File: config.mk
export PLATFORM = sky130hd
export DESIGN_NAME = rx_desc_ring_engine
export DESIGN_NICKNAME = d
export VERILOG_FILES = /design/src/rtl/rde_pkg.sv /design/src/rtl/rde_ring_ptr.sv /design/src/rtl/rde_frame_track.sv /design/src/rtl/rx_desc_ring_engine.sv
export SDC_FILE = /design/constraint.sdc
export NUM_CORES = 1
export LEC_CHECK = 0
export ABC_AREA = 1
export CAP_MARGIN = 10
export CORE_MARGIN = 3
export CORE_UTILIZATION = 45
export CTS_CLUSTER_DIAMETER = 50
export DETAILED_ROUTE_END_ITERATION = 8
export PLACE_DENSITY = 0.77
export SLEW_MARGIN = 10
export SYNTH_ARGS = -nofsm -noshare
export SYNTH_HDL_FRONTEND = slang
export SYNTH_HIERARCHICAL = 1
export SYNTH_SLANG_ARGS = --single-unit
File: constraint.sdc
create_clock -name clk -period 19.4 [get_ports clk]
set_input_delay 4.85 -clock clk [delete_from_list [all_inputs] [get_ports clk]]
set_output_delay 4.85 -clock clk [all_outputs]
set_load 0.05 [all_outputs]
File: src/rtl/rde_pkg.sv
package rde_pkg;
  localparam int ST_OWN  = 31;
  localparam int ST_EOR  = 30;
  localparam int ST_FS   = 29;
  localparam int ST_LS   = 28;
  localparam int ST_MC   = 27;
  localparam int ST_PAM  = 26;
  localparam int ST_BC   = 25;
  localparam int ST_BOVF = 24;
  localparam int ST_FOVF = 23;
  localparam int ST_RES  = 21;
  localparam int ST_RUNT = 20;
  localparam int ST_CRC  = 19;
  localparam int LEN_W   = 14;

  localparam int IRQ_ROK = 0;
  localparam int IRQ_RER = 1;
  localparam int IRQ_RDU = 4;

  typedef enum logic [2:0] {
    S_POLL_CTL, S_POLL_BUF, S_POLL_DONE, S_FRAME, S_DROP, S_WB
  } rde_state_e;

  typedef struct packed {
    logic mc;
    logic pam;
    logic bc;
    logic bovf;
    logic fovf;
    logic runt;
    logic crc;
  } rde_flags_t;

  function automatic logic err_summary(rde_flags_t f);
    return f.crc | f.runt | f.fovf | f.bovf;
  endfunction

  function automatic logic [31:0] pack_status(logic eor, rde_flags_t f, logic [15:0] len);
    logic [31:0] w;
    w = '0;
    w[ST_OWN]  = 1'b0;
    w[ST_EOR]  = eor;
    w[ST_FS]   = 1'b1;
    w[ST_LS]   = 1'b1;
    w[ST_MC]   = f.mc;
    w[ST_PAM]  = f.pam;
    w[ST_BC]   = f.bc;
    w[ST_BOVF] = f.bovf;
    w[ST_FOVF] = f.fovf;
    w[ST_RES]  = err_summary(f);
    w[ST_RUNT] = f.runt;
    w[ST_CRC]  = f.crc;
    w[LEN_W-1:0] = len[LEN_W-1:0];
    return w;
  endfunction

  function automatic logic [15:0] sat_inc16(logic [15:0] v);
    return (v == 16'hFFFF) ? v : v + 16'd1;
  endfunction
endpackage

File: src/rtl/rde_ring_ptr.sv
module rde_ring_ptr #(
  parameter int AW        = 32,
  parameter int MAX_DESC  = 1024,
  parameter int IDX_W     = 10
) (
  input  logic          clk,
  input  logic          rst_n,
  input  logic [AW-1:0] ring_base,
  input  logic [31:0]   rd_data,
  input  logic          cap_ctl,
  input  logic          commit,
  input  logic          advance,
  input  logic          adv_eor,
  output logic [AW-1:0] desc_addr,
  output logic          snap_vld,
  output logic          snap_own,
  output logic          snap_eor,
  output logic [AW-1:0] snap_buf
);
  import rde_pkg::*;

  logic [IDX_W-1:0] idx_q;
  logic             own_tmp_q, eor_tmp_q;

  assign desc_addr = ring_base + AW'({idx_q, 3'b000});

  always_ff @(posedge clk) begin
    if (!rst_n) begin
      idx_q     <= '0;
      own_tmp_q <= 1'b0;
      eor_tmp_q <= 1'b0;
      snap_vld  <= 1'b0;
      snap_own  <= 1'b0;
      snap_eor  <= 1'b0;
      snap_buf  <= '0;
    end else begin
      if (cap_ctl) begin
        own_tmp_q <= rd_data[ST_OWN];
        eor_tmp_q <= rd_data[ST_EOR];
      end
      if (commit) begin
        snap_own <= own_tmp_q;
        snap_eor <= eor_tmp_q;
        snap_buf <= rd_data[AW-1:0];
        snap_vld <= 1'b1;
      end
      if (advance) begin
        snap_vld <= 1'b0;
        if (adv_eor || idx_q == IDX_W'(MAX_DESC - 1)) idx_q <= '0;
        else                                           idx_q <= idx_q + IDX_W'(1);
      end
    end
  end

  // moving to a new descriptor discards the old snapshot
  p_adv_invalidates_r5: assert property (@(posedge clk) disable iff (!rst_n)
    advance |=> !snap_vld);
endmodule

File: src/rtl/rde_frame_track.sv
module rde_frame_track #(
  parameter int AW       = 32,
  parameter int RUNT_LEN = 64
) (
  input  logic          clk,
  input  logic          rst_n,
  input  logic          start,
  input  logic          byte_en,
  input  logic          eof,
  input  logic [AW-1:0] snap_buf,
  input  logic          snap_eor,
  input  logic [15:0]   max_len,
  input  logic          rx_fifo_ovf,
  input  logic          rx_crc_err,
  input  logic          rx_bcast,
  input  logic          rx_phys_match,
  input  logic          rx_mcast,
  output logic          store_en,
  output logic [AW-1:0] store_addr,
  output logic          frm_eor,
  output logic [31:0]   status_word,
  output logic          status_err
);
  import rde_pkg::*;

  logic [15:0]   cnt_q;
  logic [AW-1:0] base_q;
  logic          fovf_q;
  logic [15:0]   cur_cnt, total, stored;
  logic [AW-1:0] cur_base;
  logic          cur_fovf;
  rde_flags_t    flags;

  assign cur_cnt    = start ? 16'd0 : cnt_q;
  assign cur_base   = start ? snap_buf : base_q;
  assign cur_fovf   = (!start && fovf_q) | rx_fifo_ovf;
  assign total      = sat_inc16(cur_cnt);
  assign stored     = (total > max_len) ? max_len : total;
  assign store_en   = byte_en && (cur_cnt < max_len);
  assign store_addr = cur_base + AW'(cur_cnt);

  always_comb begin
    flags      = '0;
    flags.crc  = rx_crc_err;
    flags.runt = total < 16'(RUNT_LEN);
    flags.fovf = cur_fovf;
    flags.bovf = total > max_len;
    flags.bc   = rx_bcast;
    flags.pam  = rx_phys_match;
    flags.mc   = rx_mcast;
  end

  always_ff @(posedge clk) begin
    if (!rst_n) begin
      cnt_q       <= '0;
      base_q      <= '0;
      fovf_q      <= 1'b0;
      frm_eor     <= 1'b0;
      status_word <= '0;
      status_err  <= 1'b0;
    end else if (byte_en) begin
      cnt_q  <= total;
      fovf_q <= cur_fovf;
      if (start) begin
        base_q  <= snap_buf;
        frm_eor <= snap_eor;
      end
      if (eof) begin
        status_word <= pack_status(start ? snap_eor : frm_eor, flags, stored);
        status_err  <= err_summary(flags);
      end
    end
  end

  // the reported length never exceeds the programmed maximum
  p_len_bounded_r8: assert property (@(posedge clk) disable iff (!rst_n)
    (byte_en && eof && max_len < 16'd16384) |=> ({2'b00, status_word[LEN_W-1:0]} <= $past(max_len)));
endmodule

File: src/rtl/rx_desc_ring_engine.sv
module rx_desc_ring_engine #(
  parameter int AW       = 32,
  parameter int MAX_DESC = 1024,
  parameter int RUNT_LEN = 64,
  parameter int MW       = 16
) (
  input  logic          clk,
  input  logic          rst_n,
  input  logic [AW-1:0] ring_base,
  input  logic [15:0]   max_len,
  input  logic          rx_valid,
  input  logic [7:0]    rx_data,
  input  logic          rx_sof,
  input  logic          rx_eof,
  input  logic          rx_crc_err,
  input  logic          rx_fifo_ovf,
  input  logic          rx_bcast,
  input  logic          rx_phys_match,
  input  logic          rx_mcast,
  output logic          mem_rd_en,
  output logic [AW-1:0] mem_rd_addr,
  input  logic [31:0]   mem_rd_data,
  output logic          mem_wr_en,
  output logic [AW-1:0] mem_wr_addr,
  output logic [3:0]    mem_wr_be,
  output logic [31:0]   mem_wr_data,
  output logic [15:0]   irq_req,
  output logic [MW-1:0] missed_cnt
);
  import rde_pkg::*;

  localparam int IDX_W = (MAX_DESC > 1) ? $clog2(MAX_DESC) : 1;

  rde_state_e    state_q, state_d;
  logic [AW-1:0] desc_addr, snap_buf, store_addr;
  logic          snap_vld, snap_own, snap_eor, frm_eor;
  logic          store_en, status_err, rdu_q;
  logic [31:0]   status_word;

  // named internal events
  logic in_poll, sof_seen, take, drop_go, byte_en, wb;
  assign in_poll  = (state_q == S_POLL_CTL) || (state_q == S_POLL_BUF) || (state_q == S_POLL_DONE);
  assign sof_seen = in_poll && rx_valid && rx_sof;
  assign take     = sof_seen && snap_vld && snap_own;
  assign drop_go  = sof_seen && !take;
  assign byte_en  = rx_valid && (take || state_q == S_FRAME);
  assign wb       = (state_q == S_WB);

  rde_ring_ptr #(.AW(AW), .MAX_DESC(MAX_DESC), .IDX_W(IDX_W)) u_ptr (
    .clk(clk), .rst_n(rst_n), .ring_base(ring_base), .rd_data(mem_rd_data),
    .cap_ctl(state_q == S_POLL_BUF), .commit(state_q == S_POLL_DONE),
    .advance(wb), .adv_eor(frm_eor), .desc_addr(desc_addr),
    .snap_vld(snap_vld), .snap_own(snap_own), .snap_eor(snap_eor), .snap_buf(snap_buf)
  );

  rde_frame_track #(.AW(AW), .RUNT_LEN(RUNT_LEN)) u_frm (
    .clk(clk), .rst_n(rst_n), .start(take), .byte_en(byte_en), .eof(rx_eof),
    .snap_buf(snap_buf), .snap_eor(snap_eor), .max_len(max_len),
    .rx_fifo_ovf(rx_fifo_ovf), .rx_crc_err(rx_crc_err), .rx_bcast(rx_bcast),
    .rx_phys_match(rx_phys_match), .rx_mcast(rx_mcast),
    .store_en(store_en), .store_addr(store_addr), .frm_eor(frm_eor),
    .status_word(status_word), .status_err(status_err)
  );

  always_comb begin
    state_d = state_q;
    case (state_q)
      S_POLL_CTL:  state_d = S_POLL_BUF;
      S_POLL_BUF:  state_d = S_POLL_DONE;
      S_POLL_DONE: state_d = S_POLL_CTL;
      S_FRAME:     if (rx_valid && rx_eof) state_d = S_WB;
      S_DROP:      if (rx_valid && rx_eof) state_d = S_POLL_CTL;
      S_WB:        state_d = S_POLL_CTL;
      default:     state_d = S_POLL_CTL;
    endcase
    if (take)    state_d = rx_eof ? S_WB : S_FRAME;
    if (drop_go) state_d = rx_eof ? S_POLL_CTL : S_DROP;
  end

  always_ff @(posedge clk) begin
    if (!rst_n) begin
      state_q    <= S_POLL_CTL;
      rdu_q      <= 1'b0;
      missed_cnt <= '0;
    end else begin
      state_q <= state_d;
      rdu_q   <= drop_go;
      if (drop_go && missed_cnt != {MW{1'b1}}) missed_cnt <= missed_cnt + MW'(1);
    end
  end

  assign mem_rd_en   = (state_q == S_POLL_CTL) || (state_q == S_POLL_BUF);
  assign mem_rd_addr = (state_q == S_POLL_BUF) ? desc_addr + AW'(4) : desc_addr;

  assign mem_wr_en   = wb || store_en;
  assign mem_wr_addr = wb ? desc_addr : {store_addr[AW-1:2], 2'b00};
  assign mem_wr_be   = wb ? 4'hF : (4'b0001 << store_addr[1:0]);
  assign mem_wr_data = wb ? status_word : {4{rx_data}};

  always_comb begin
    irq_req          = '0;
    irq_req[IRQ_ROK] = wb && !status_err;
    irq_req[IRQ_RER] = wb && status_err;
    irq_req[IRQ_RDU] = rdu_q;
  end

  // a dropped frame touches no memory
  p_no_store_drop_r10: assert property (@(posedge clk) disable iff (!rst_n)
    (state_q == S_DROP) |-> !mem_wr_en);
  // write-back hands the descriptor back with both segment flags
  p_wb_releases_r4: assert property (@(posedge clk) disable iff (!rst_n)
    wb |-> (mem_wr_en && !mem_wr_data[ST_OWN] && mem_wr_data[ST_FS] && mem_wr_data[ST_LS]));
  // at most one request kind per cycle
  p_irq_exclusive_r9: assert property (@(posedge clk) disable iff (!rst_n)
    $onehot0({irq_req[IRQ_RDU], irq_req[IRQ_RER], irq_req[IRQ_ROK]}));
  // each unavailable pulse matches one step of the missed count
  p_missed_step_r10: assert property (@(posedge clk) disable iff (!rst_n)
    (irq_req[IRQ_RDU] && $past(missed_cnt) != {MW{1'b1}}) |-> (missed_cnt == $past(missed_cnt) + MW'(1)));
  // a data byte lands in exactly one lane
  p_one_lane_r3: assert property (@(posedge clk) disable iff (!rst_n)
    (mem_wr_en && !wb) |-> $onehot(mem_wr_be));
  // write-back is a single cycle and polling resumes
  p_wb_single_r5: assert property (@(posedge clk) disable iff (!rst_n)
    wb |=> (state_q == S_POLL_CTL));
endmodule

* Word level (Yosys, flattened, before mapping)
Index checks and enable logic that the tools add are counted.
** Operators by class
- Bitwise logic cells :: 5
- $lt $le $gt $ge :: 3
- Shift-type cells :: 1
- Mux-type cells :: 17
- Equality and inequality tests :: 10
- Reductions and logical operators :: 23
- $add $sub $neg :: 6
** Operators with widths (count)
- 32-bit 2-to-1 mux :: 4
- 16-bit by 1-bit adder with 16-bit output (second input constant) :: 2
- 32-bit by 13-bit adder with 32-bit output :: 1
- 32-bit by 16-bit adder with 32-bit output :: 1
- 32-bit by 3-bit adder with 32-bit output (second input constant) :: 1
- 16-bit 2-to-1 mux :: 2
- 3-bit 2-to-1 mux :: 6
- 16-bit equality test (second input constant) :: 1
- 16-bit > comparator :: 1
- 16-bit < comparator :: 1
- 16-bit by 7-bit < comparator with 1-bit output (second input constant) :: 1
- 16-bit != test (second input constant) :: 1
- 14-bit 2-to-1 mux :: 1
- 1-bit logical AND :: 12
- 3-bit one-hot mux with 4 select lines :: 1
- 10-bit by 1-bit adder with 10-bit output (second input constant) :: 1
- 10-bit equality test (second input constant) :: 1
- 10-bit 2-to-1 mux :: 1
- 3-bit by 2-bit equality test with 1-bit output (second input constant) :: 2
- 3-bit equality test (second input constant) :: 2
- 1-bit logical OR :: 5
- 4-bit 2-to-1 mux :: 1
- 4-bit by 3-bit != test with 1-bit output (second input constant) :: 1
- 4-bit != test (second input constant) :: 1
- 9 further kinds :: 14
** Storage, ports and cells
- Output and inout port bits :: 134
- Bits of input ports :: 98
- Logic and storage cells :: 81
- Flip-flop bits (word level) :: 143

* Depth between registers and ports, before layout
Gate-level depths: netlist of run 1.
- Word-level depth :: 14
- Depth in mapped cells :: 30
- Mapped depth without buffers :: 28

* Cells and area by module
Netlist of run 1, hierarchy kept.
** By module, submodules not included
- rde_frame_track :: area each 6060.8 µm², times used 1, sequential area each 1481.4 µm², cells each 933
- rx_desc_ring_engine :: area each 3140.5 µm², times used 1, sequential area each 400.4 µm², cells each 606
- rde_ring_ptr :: area each 3052.9 µm², times used 1, sequential area each 940.9 µm², cells each 485

* Worst setup path before layout of run 1
Ideal clock, no wire load.
- Path type :: input -> output
- From :: input rx_sof
- To :: output mem_wr_addr[20]
- Path slack :: 5.793 ns
- Data arrival time :: 8.757 ns
- Buffers on the path :: 4
- Data required time :: 14.550 ns
- Stages :: 25
- Path through :: nand2_1 inv_1 nand3_1 inv_1 buf_6 buf_4 buf_2 clkbuf_1 o21ai_0 ha_1 fa_1 nand3_1 nand2_1 a21oi_1 o21bai_1 a21oi_1 o21ai_0 nand3_1 nand2_1 nand2_1 nand2_1 nand2_1 xor2_1 nand2_1 o21ai_1
** On the way
- Word-level cells in the longest chain between the ends :: 6
- Elaborated cells between the ends (all ways) :: 7
- Those cells by class :: add/sub (1); mux (3); reduce/logical (3)
** Ends and longest elaborated chain
- start, declared :: RTL line rx_desc_ring_engine.sv:13 : input logic rx_sof,
- 1-bit logical AND :: RTL line rx_desc_ring_engine.sv:43 : assign sof_seen = in_poll && rx_valid && rx_sof;
- 1-bit logical AND (2 in series) :: RTL line rx_desc_ring_engine.sv:44 : assign take = sof_seen && snap_vld && snap_own;
- net take :: RTL line rx_desc_ring_engine.sv:41 : logic in_poll, sof_seen, take, drop_go, byte_en, wb;
- 32-bit 2-to-1 mux :: RTL line rde_frame_track.sv:35 : assign cur_base = start ? snap_buf : base_q;
- net u_frm.cur_base[0] :: RTL line rde_frame_track.sv:30 : logic [AW-1:0] cur_base;
- 32-bit by 16-bit adder with 32-bit output :: RTL line rde_frame_track.sv:40 : assign store_addr = cur_base + AW'(cur_cnt);
- net store_addr[20] :: RTL line rx_desc_ring_engine.sv:35 : logic [AW-1:0] desc_addr, snap_buf, store_addr;
- 32-bit 2-to-1 mux :: RTL line rx_desc_ring_engine.sv:96 : assign mem_wr_addr = wb ? desc_addr : {store_addr[AW-1:2], 2'b00};
- end, declared :: RTL line rx_desc_ring_engine.sv:24 : output logic [AW-1:0] mem_wr_addr,
The timed path passes the listed nets, and every way through them passes these cells.

* Final worst setup path of run 1
- From :: input rx_valid
- To :: output mem_wr_addr[30]
** On the way
- Word-level cells in the longest chain between the ends :: 7
- Elaborated cells between the ends (all ways) :: 8
- Those cells by class :: add/sub (1); mux (3); reduce/logical (4)
** Ends and longest elaborated chain
- start, declared :: RTL line rx_desc_ring_engine.sv:11 : input logic rx_valid,
- 1-bit logical AND (*) (2 in series) :: RTL line rx_desc_ring_engine.sv:43
- 1-bit logical AND (*) (2 in series) :: RTL line rx_desc_ring_engine.sv:44
- net take :: RTL line rx_desc_ring_engine.sv:41
- 32-bit 2-to-1 mux / 16-bit 2-to-1 mux (equally long branches) :: RTL line rde_frame_track.sv:35, rde_frame_track.sv:34
- 32-bit by 16-bit adder with 32-bit output (*) :: RTL line rde_frame_track.sv:40
- net store_addr[30] :: RTL line rx_desc_ring_engine.sv:35
- 32-bit 2-to-1 mux (*) :: RTL line rx_desc_ring_engine.sv:96
The timed path passes the listed nets; every way through them passes the cells marked *.

==> metrics.txt, run 1 <==
Worst EP required=~15 ns; H-tree Lvls=4; drt pass-1 iters=6; WL/cell=15.95 um; share of cells above drive strength 1=under 10%; most used cell, CP=nand2_1; DR vias=approximately 13,000; Final Net Count=2,360; Area growth syn-to-layout=23.09%; Remaining DRCs=0; leak pwr=slightly above 7 nW; DR vias/cell=5.264; synthesized flop and latch total=between 100 and 150; Top FF cell, synth=dfxtp_1; Crit path max-delay family=buffers and inverters; post-synthesis sequential area ratio=between 20% and 30%; Total Neg Setup Slack=0 ns; Crit Path Class=in2out; chip width=roughly 170 um; Worst-path clk slew=about 0.070 ns; Buf+Inv Stages, Crit Path=7; skew final=between 0.015 and 0.02 ns; # setup viols final=0; vias in the first global route=between 10,000 and 15,000; core area=26,430 um2; Die Y=~170 um; Mapped Area=approximately 12,000 um2; total clock sinks=141; IO buf count=218; Fin. Hold Viols=0; placed wire-length estimate=approximately 32,000 um; slew at the pin closest to its max-slew limit=around 0.95 ns; Min Clock Period, post-route=about 16 ns; Post-DP Area=14,470 um2; First DRT Iteration DRCs=1,172; remaining antenna violation count after routing=0; cts repair resizes=0; fmax=0.06436 GHz; Slew Limit Fails=0; Bufs on Longest Clock Path=2; status=finished clean; RD Place Congestion=around 0.98; total gr overflow=0; RSZ-0062 raised after global routing=false; hold depth=2; Critical Path Source Type=input pin; EDFF count, synth=0; first-pass GRT wire length=63,610 um; Final Routed Wirelength=40,680 um; Max-Cap Viols=0; HP Class=reg2reg; CTS Hold Bufs=0; Die ar.=29,250 um2; Cells after Synth=between 2,000 and 2,500; Post-CTS Setup Repair Bufs=0; CP arrival=between 10 and 15 ns; antenna violations before repair=0; worst vdd ir=roughly 0.047 mV; Yosys warning total=6; clk root buf=clkbuf_16; worst skew pair latency=0.44 ns; relative slew slack=~36%; fin crit share=80.09%; FF-to-FF setup slack=between 10 and 15 ns; fin cells=2,551; R2R depth=28; CTS tree=done; ys async rst share=0%; Final Instance Area=15,080 um2; Core Rows=59; Netlist cell types=52; # IOs=roughly 230; crit-path max cell delay=about 0.84 ns; Critical Path Stages=27; crit end category=output port; CP max FO=between 70 and 80; largest net degree at the start of global routing=82; CP max-delay cell=clkdlybuf4s50_1; Post-Place Cells=2,519; ANT cells=0; post-synthesis area per instance=roughly 6 um2; Final Util=57.07%; Initial Utilization=a little under half; P per Cell Area=~57 nW/um2; gr usage total=between 20 and 30%; CTS Buf Count=17
[registers in the layout, indices dropped and copies added, names as in the netlist]
signal / count
missed_cnt: 16
rdu_q: 1
state_q: 3
u_frm/base_q: 32
u_frm/cnt_q: 16
u_frm/fovf_q: 1
u_frm/frm_eor: 1
u_frm/status_word: 24
u_ptr/eor_tmp_q: 1
u_ptr/idx_q: 10
u_ptr/own_tmp_q: 1
u_ptr/snap_buf: 32
u_ptr/snap_eor: 1
u_ptr/snap_own: 1
u_ptr/snap_vld: 1
[tightest hold or removal path, stage by stage (launching register included)]
cell     delay (ns)
dfxtp_1        0.31
nand2_1        0.06
a21oi_1        0.05
[cells by family after synthesis]
logic type      synth area share (%)
other cells                  0.06128
flops                          23.03
xor+xnor                       5.503
compound gates                 13.19
mux                          0.08169
simple gates                   38.81
fa+ha+maj                      6.147
buf+inv                        13.17
[layer usage]
layer / GRT usage, % / vias to the layer above / routed length [um]
li1: - / 6732 / -
met4: 11.20 / 0 / 1504
met1: 34.62 / 6058 / 17410
met5: 0 / - / 0
met3: 3.535 / 91 / 2737
met2: 46.39 / 548 / 19030
[path summary, 6_finish.rpt]
kind / to / from
worst max-delay path: mem_wr_addr[30] / rx_valid
worst min-delay path: u_frm/status_word[4] / u_frm/status_word[4]
worst max register to register: u_frm/status_word[2] / state_q[0]
worst min register to register: u_frm/status_word[4] / u_frm/status_word[4]
[cells in the final DEF, fill, tap and decap left out, types with 3 or more instances in the layout]
cell type and count:
nand3_1 109, nand2_2 24, xor2_1 62, a21oi_2 11, clkdlybuf4s50_1 217, inv_6 8, nor3_1 15, clkbuf_16 17
clkbuf_8 3, nand2_4 5, nor4_1 4, inv_1 268, dfxtp_1 141, nor2_2 14, buf_4 12, nor2_1 242
nand3_2 17, xnor2_1 15, nand4_1 27, conb_1 20, inv_2 11, a21oi_1 100, o21ai_0 143, nor2_4 10
nand3b_1 11, ha_1 57, nor3_2 8, o21ai_1 22, nor2_8 3, nand2_1 575, clkinv_1 4, o211ai_1 10
[synth_stat cells, types with 15 or more instances]
cell	count	area [um2]
nand2_1	575	2158
inv_1	270	1013
nor2_1	242	908.4
o21ai_0	143	715.7
dfxtp_1	141	2823
nand3_1	109	545.5
a21oi_1	100	500.5
xor2_1	62	543.0
ha_1	57	713.2
clkbuf_1	30	112.6
buf_4	29	217.7
nand4_1	27	168.9
nand2_2	24	150.1
o21ai_1	22	110.1
nand3_2	17	170.2
nor3_1	16	80.08
xnor2_1	15	131.4
[report_power, final]
group          internal [mW]  switching, mW  total, mW
combinational         0.0664          0.140      0.207
clock                  0.203          0.143      0.347
sequential             0.299        0.00644      0.305
total                  0.568          0.290      0.858
[layout make-up]
class,instances,area (um2)
clock buffers,20,466.7
clock inverters,12,146.4
fillers,2581,11340
inverters,284,1071
multi-input cells,1529,7890
flip-flops and latches,141,2823
well taps,335,419.2
repair buffers,230,2267
[metrics by stage]
step           hold slack, ns  power (mW)  worst slack [ns]
3_5_place_dp           0.4584      0.5167             4.033
6_report               0.4685      0.8585             3.863
4_1_cts                0.4693      0.8641             3.975
5_1_grt                0.4886      0.8895             3.398
2_1_floorplan          0.4454      0.4429             5.793
3_3_place_gp           0.4567      0.5152             4.115
No activity file was read; power rests on OpenSTA's default activity.
==> run 2: changes to the inputs <==
==> constraint.sdc (replaced) <==
create_clock -name clk -period 15.9 [get_ports clk]
set_input_delay 3.975 -clock clk [delete_from_list [all_inputs] [get_ports clk]]
set_output_delay 3.975 -clock clk [all_outputs]
set_load 0.05 [all_outputs]
==> metrics.txt, run 2 (same netlist as run 1, synthesis figures left out) <==
status=finished clean; CTS Buf Count=17; Critical Path Source Type=input pin; Final Instance Area=between 15,000 and 20,000 um2; crit path capture=mem_wr_addr[30]; Post-DP Area=14,470 um2; CP max-delay cell=clkdlybuf4s50_1; most used cell, CP=nand2_1; remaining antenna violation count after routing=0; Bufs on Longest Clock Path=2; Final Util=57.22%; DR vias/cell=between 5 and 6; antenna violations before repair=0; Comb pwr share=about a quarter; worst vdd ir=between 0.05 and 0.06 mV; CTS tree=done; FF-to-FF setup slack=11.08 ns; RD Place Congestion=just over 1; Core Rows=between 50 and 60; Initial Utilization=around 46%; share of cells above drive strength 1=around 7%; crit end category=output port; cts repair resizes=0; Remaining DRCs=0; crit-path max cell delay=about 0.85 ns; total gr overflow=0; Setup crit start=rx_valid; slew at the pin closest to its max-slew limit=around 0.96 ns; commonest non-fill, non-tap cell in the layout=nand2_1; clk root buf=clkbuf_16; HP Class=reg2reg; core area=approximately 26,000 um2; r2r endpoint=u_frm/status_word[1]; Final Net Count=roughly 2,400; Sw Ratio=33.29%; R2R depth=24; vias in the first global route=~12,000; RSZ-0062 raised after global routing=false; First DRT Iteration DRCs=between 1,000 and 1,500; Top Registers=u_frm/base_q x32, u_ptr/snap_buf x32, u_frm/status_word x24; total clock sinks=about 140; Post-CTS Setup Repair Bufs=0; Area growth syn-to-layout=23.41%; DR vias=around 13,000; CTS Hold Bufs=0; Die ar.=29,250 um2; # IOs=approximately 230; Crit Path Class=in2out; Reg power frac=between 30 and 40%; Post-Place Cells=2,519; Worst EP required=11.93 ns; first-pass GRT wire length=between 60,000 and 70,000 um; internal power=0.7212 mW; skew final=roughly 0.017 ns; fmax=between 0.07 and 0.08 GHz; Max-Cap Viols=0; Fin Hold WS=0.4723 ns; Slew Limit Fails=0; leak pwr=roughly 7.1 nW; largest net degree at the start of global routing=~80; Total Neg Setup Slack=0 ns; Fin. Hold Viols=0; Min Clock Period, post-route=between 10 and 15 ns; chip width=171.0 um; IO buf count=~220; P per Cell Area=slightly above 70 nW/um2; CP max FO=just under 70; Worst-path clk slew=approximately 0.07 ns; most frequent cells in the layout=nand2_1, inv_1, nor2_1, clkdlybuf4s50_1, o21ai_0; WL/cell=approximately 16 um; H-tree Lvls=4; Final Routed Wirelength=40,820 um; gr usage total=between 20 and 30%; Die Y=between 150 and 200 um; Critical R2R Launch=state_q[0]; fin cells=about 2,600; worst skew pair latency=0.44 ns; ANT cells=0; placed wire-length estimate=~32,000 um; relative slew slack=between 30 and 40%; CP arrival=just under 10 ns; Clk pwr share=42.2%; fin crit share=85.63%; Psw=about 0.36 mW; # setup viols final=0; drt pass-1 iters=6
[run 2: layout make-up]
type | count | area, um2
inverter | 284 | 1071
sequential | 141 | 2823
tap | 335 | 419.2
timing repair buffer | 230 | 2267
fill | 2609 | 11300
clock inverter | 13 | 200.2
clock buffer | 19 | 452.9
multi-input combinational | 1529 | 7890
[run 2: how the worst min path moves through the flow]
| stage | from | endpoint | slack [ns] | depth (start not counted) |
|---|---|---|---|---|
| final | u_frm/status_word[4] | u_frm/status_word[4] | 0.47 | 2 |
| after global routing | u_frm/status_word[9] | u_frm/status_word[9] | 0.51 | 2 |
| after CTS | u_frm/status_word[5] | u_frm/status_word[5] | 0.47 | 2 |
| after detailed placement | u_frm/status_word[5] | u_frm/status_word[5] | 0.46 | 2 |
| after global placement | u_frm/status_word[4] | u_frm/status_word[4] | 0.46 | 2 |
| after floorplan | u_frm/status_word[0] | u_frm/status_word[0] | 0.45 | 2 |
[run 2: per-layer routing]
layer  wire, um  track usage, %
met5          0               0
met4       1636           11.69
met3       2872           3.581
met2      18840           45.31
met1      17470           34.86
[run 2: through the flow]
stage	power [mW]	worst slack [ns]
2_1_floorplan	0.5404	4.043
3_3_place_gp	0.6287	2.455
3_5_place_dp	0.6310	2.375
4_1_cts	1.087	2.349
5_1_grt	1.119	1.903
6_report	1.081	2.284
[run 2: critical path, delay by kind of cell]
kind                       cells  cell delay, ns
and+or+nand+nor               12            1.30
AOI/OAI and AO/OA              6            1.20
adders and majority gates      2            0.75
buffers and inverters          5            2.37
[run 2: power by group through the flow]
stage | Sequential (mW) | Clock (mW) | Combinational (mW)
6_report | 0.372 | 0.456 | 0.253
5_1_grt | 0.374 | 0.475 | 0.270
4_1_cts | 0.372 | 0.463 | 0.252
3_5_place_dp | 0.380 | 0 | 0.251
3_3_place_gp | 0.380 | 0 | 0.249
2_1_floorplan | 0.379 | 0 | 0.162
==> run 3: changes to the inputs <==
--- a/config.mk
+++ b/config.mk
@@ -11,6 +11,7 @@
 export CORE_UTILIZATION = 45
 export CTS_CLUSTER_DIAMETER = 50
 export DETAILED_ROUTE_END_ITERATION = 8
+export GPL_TIMING_DRIVEN = 0
 export PLACE_DENSITY = 0.77
 export SLEW_MARGIN = 10
 export SYNTH_ARGS = -nofsm -noshare
==> metrics.txt, run 3 (same netlist as run 1, synthesis figures left out) <==
most frequent cells in the layout=nand2_1, inv_1, nor2_1, clkdlybuf4s50_1, o21ai_0; WL/cell=around 16 um; HP Class=reg2reg; worst vdd ir=~0.048 mV; DP Worst Slack=~2.1 ns; Bufs on Longest Clock Path=2; RD Place Congestion=roughly 1.0; largest net degree at the start of global routing=18; skew final=approximately 0.01 ns; CP max FO=10; drt pass-1 iters=6; antenna violations before repair=0; CTS Buf Count=17; DR vias=between 10,000 and 15,000; Setup crit start=rx_valid; # IOs=between 200 and 250; First DRT Iteration DRCs=1,198; Worst-path clk slew=0.06 ns; worst skew pair latency=about 0.42 ns; Die Y=roughly 170 um; crit end category=output port; Fin. Hold Viols=0; CTS Hold Bufs=0; Fin Hold WS=roughly 0.47 ns; Hold Crit Start=u_frm/status_word[5]; Remaining DRCs=0; commonest non-fill, non-tap cell in the layout=nand2_1; fin crit share=88.16%; clk root buf=clkbuf_16; vias in the first global route=12,810; # setup viols final=0; chip width=171.0 um; slew at the pin closest to its max-slew limit=roughly 1.1 ns; Setup WS post-layout=between 1.5 and 2 ns; cts repair resizes=0; ANT cells=0; CP arrival=around 10 ns; first-pass GRT wire length=66,030 um; Worst EP required=roughly 12 ns; Fillers=around 2,600; Max-Cap Viols=0; Die ar.=just under 30,000 um2; DR vias/cell=between 5 and 6; Initial Utilization=between 40% and 50%; hold depth=2; Top Registers=u_frm/base_q x32, u_ptr/snap_buf x32, u_frm/status_word x24; R2R depth=30; CTS tree=done; Final Instance Area=around 15,000 um2; hold path endpoint=u_frm/status_word[5]; Post-DP Area=14,890 um2; relative slew slack=approximately a quarter; Min Clock Period, post-route=between 10 and 15 ns; Slew Limit Fails=0; Final Util=58.42%; Total Neg Setup Slack=0 ns; gr usage total=approximately 28%; Critical R2R Launch=u_ptr/snap_own; Post-CTS Setup Repair Bufs=0; P per Cell Area=between 60 and 70 nW/um2; Area growth syn-to-layout=25.99%; Register Area=roughly 2800 um2; FF-to-FF setup slack=about 11 ns; r2r endpoint=u_frm/status_word[7]; total gr overflow=0; total clock sinks=approximately 140; status=finished clean; Crit Path Class=in2out; IO buf count=approximately 220; Core Rows=between 50 and 60; share of cells above drive strength 1=8.435%; RSZ-0062 raised after global routing=false; Final Routed Wirelength=~43,000 um; Critical Path Source Type=input pin; area of the multi-input gates=7885 um2; placed wire-length estimate=about 35,000 um; remaining antenna violation count after routing=0; fmax=~0.071 GHz; leak pwr=approximately 7.3 nW; H-tree Lvls=4; Final Net Count=2,433; core area=26,430 um2
==> run 3: worst max-delay path, cell delays in order <==
cell and delay (ns):
clkdlybuf4s50_1 0.51, nand2_1 0.06, inv_1 0.14, nand3_1 0.18
inv_1 0.16, buf_6 0.21, buf_4 0.21, buf_2 0.30
clkbuf_1 0.39, o21ai_0 0.21, ha_1 0.27, fa_1 0.47
nand3_1 0.09, nand2_1 0.09, a21oi_1 0.23, o21bai_1 0.12
a21oi_1 0.21, o21ai_0 0.24, nand3_1 0.14, nand2_1 0.12
nand2_1 0.10, nand2_1 0.16, nand3_1 0.12, nand2_1 0.05
nand2_1 0.14, nand2_1 0.07, o21ai_1 0.20, clkdlybuf4s50_1 0.87
==> run 3: how the worst max path moves through the flow <==
| stage | endpoint | slack (ns) | depth (start not counted) |
|---|---|---|---|
| after floorplan | mem_wr_addr[20] | 4.04 | 25 |
| after global placement | mem_wr_addr[30] | 2.11 | 28 |
| after detailed placement | mem_wr_addr[30] | 2.08 | 28 |
| after CTS | mem_wr_addr[30] | 2.05 | 28 |
| after global routing | mem_wr_addr[30] | 1.53 | 28 |
| final | mem_wr_addr[30] | 1.88 | 28 |
==> run 3: layer usage <==
layer / up-vias / GRT usage (%) / wire length, um
met5: - / 0 / 0
met4: 0 / 11.58 / 1550
met3: 93 / 4.090 / 2902
met2: 561 / 47.32 / 20040
met1: 6258 / 36.42 / 18080
li1: 6861 / - / -
==> run 3: layout make-up <==
type | instances | share of cell area (%)
sequential | 141 | 18.28
inverter | 284 | 6.937
buffer | 88 | 3.517
clock buffer | 18 | 2.845
multi-input combinational | 1529 | 51.07
tap | 335 | 2.715
clock inverter | 13 | 0.6889
timing repair buffer | 215 | 13.94
==> run 3: stage by stage <==
step,instances,power (mW)
after floorplan,2042,0.5404
after global placement,2592,0.6363
after detailed placement,2592,0.6395
after CTS,2623,1.013
after global routing,2623,1.049
final,2623,1.011
==> run 3: power breakdown <==
part	internal, mW	switching [mW]	leakage [nW]
sequential	0.365	0.00766	1.14
clock	0.206	0.170	0.266
combinational	0.0869	0.176	5.89
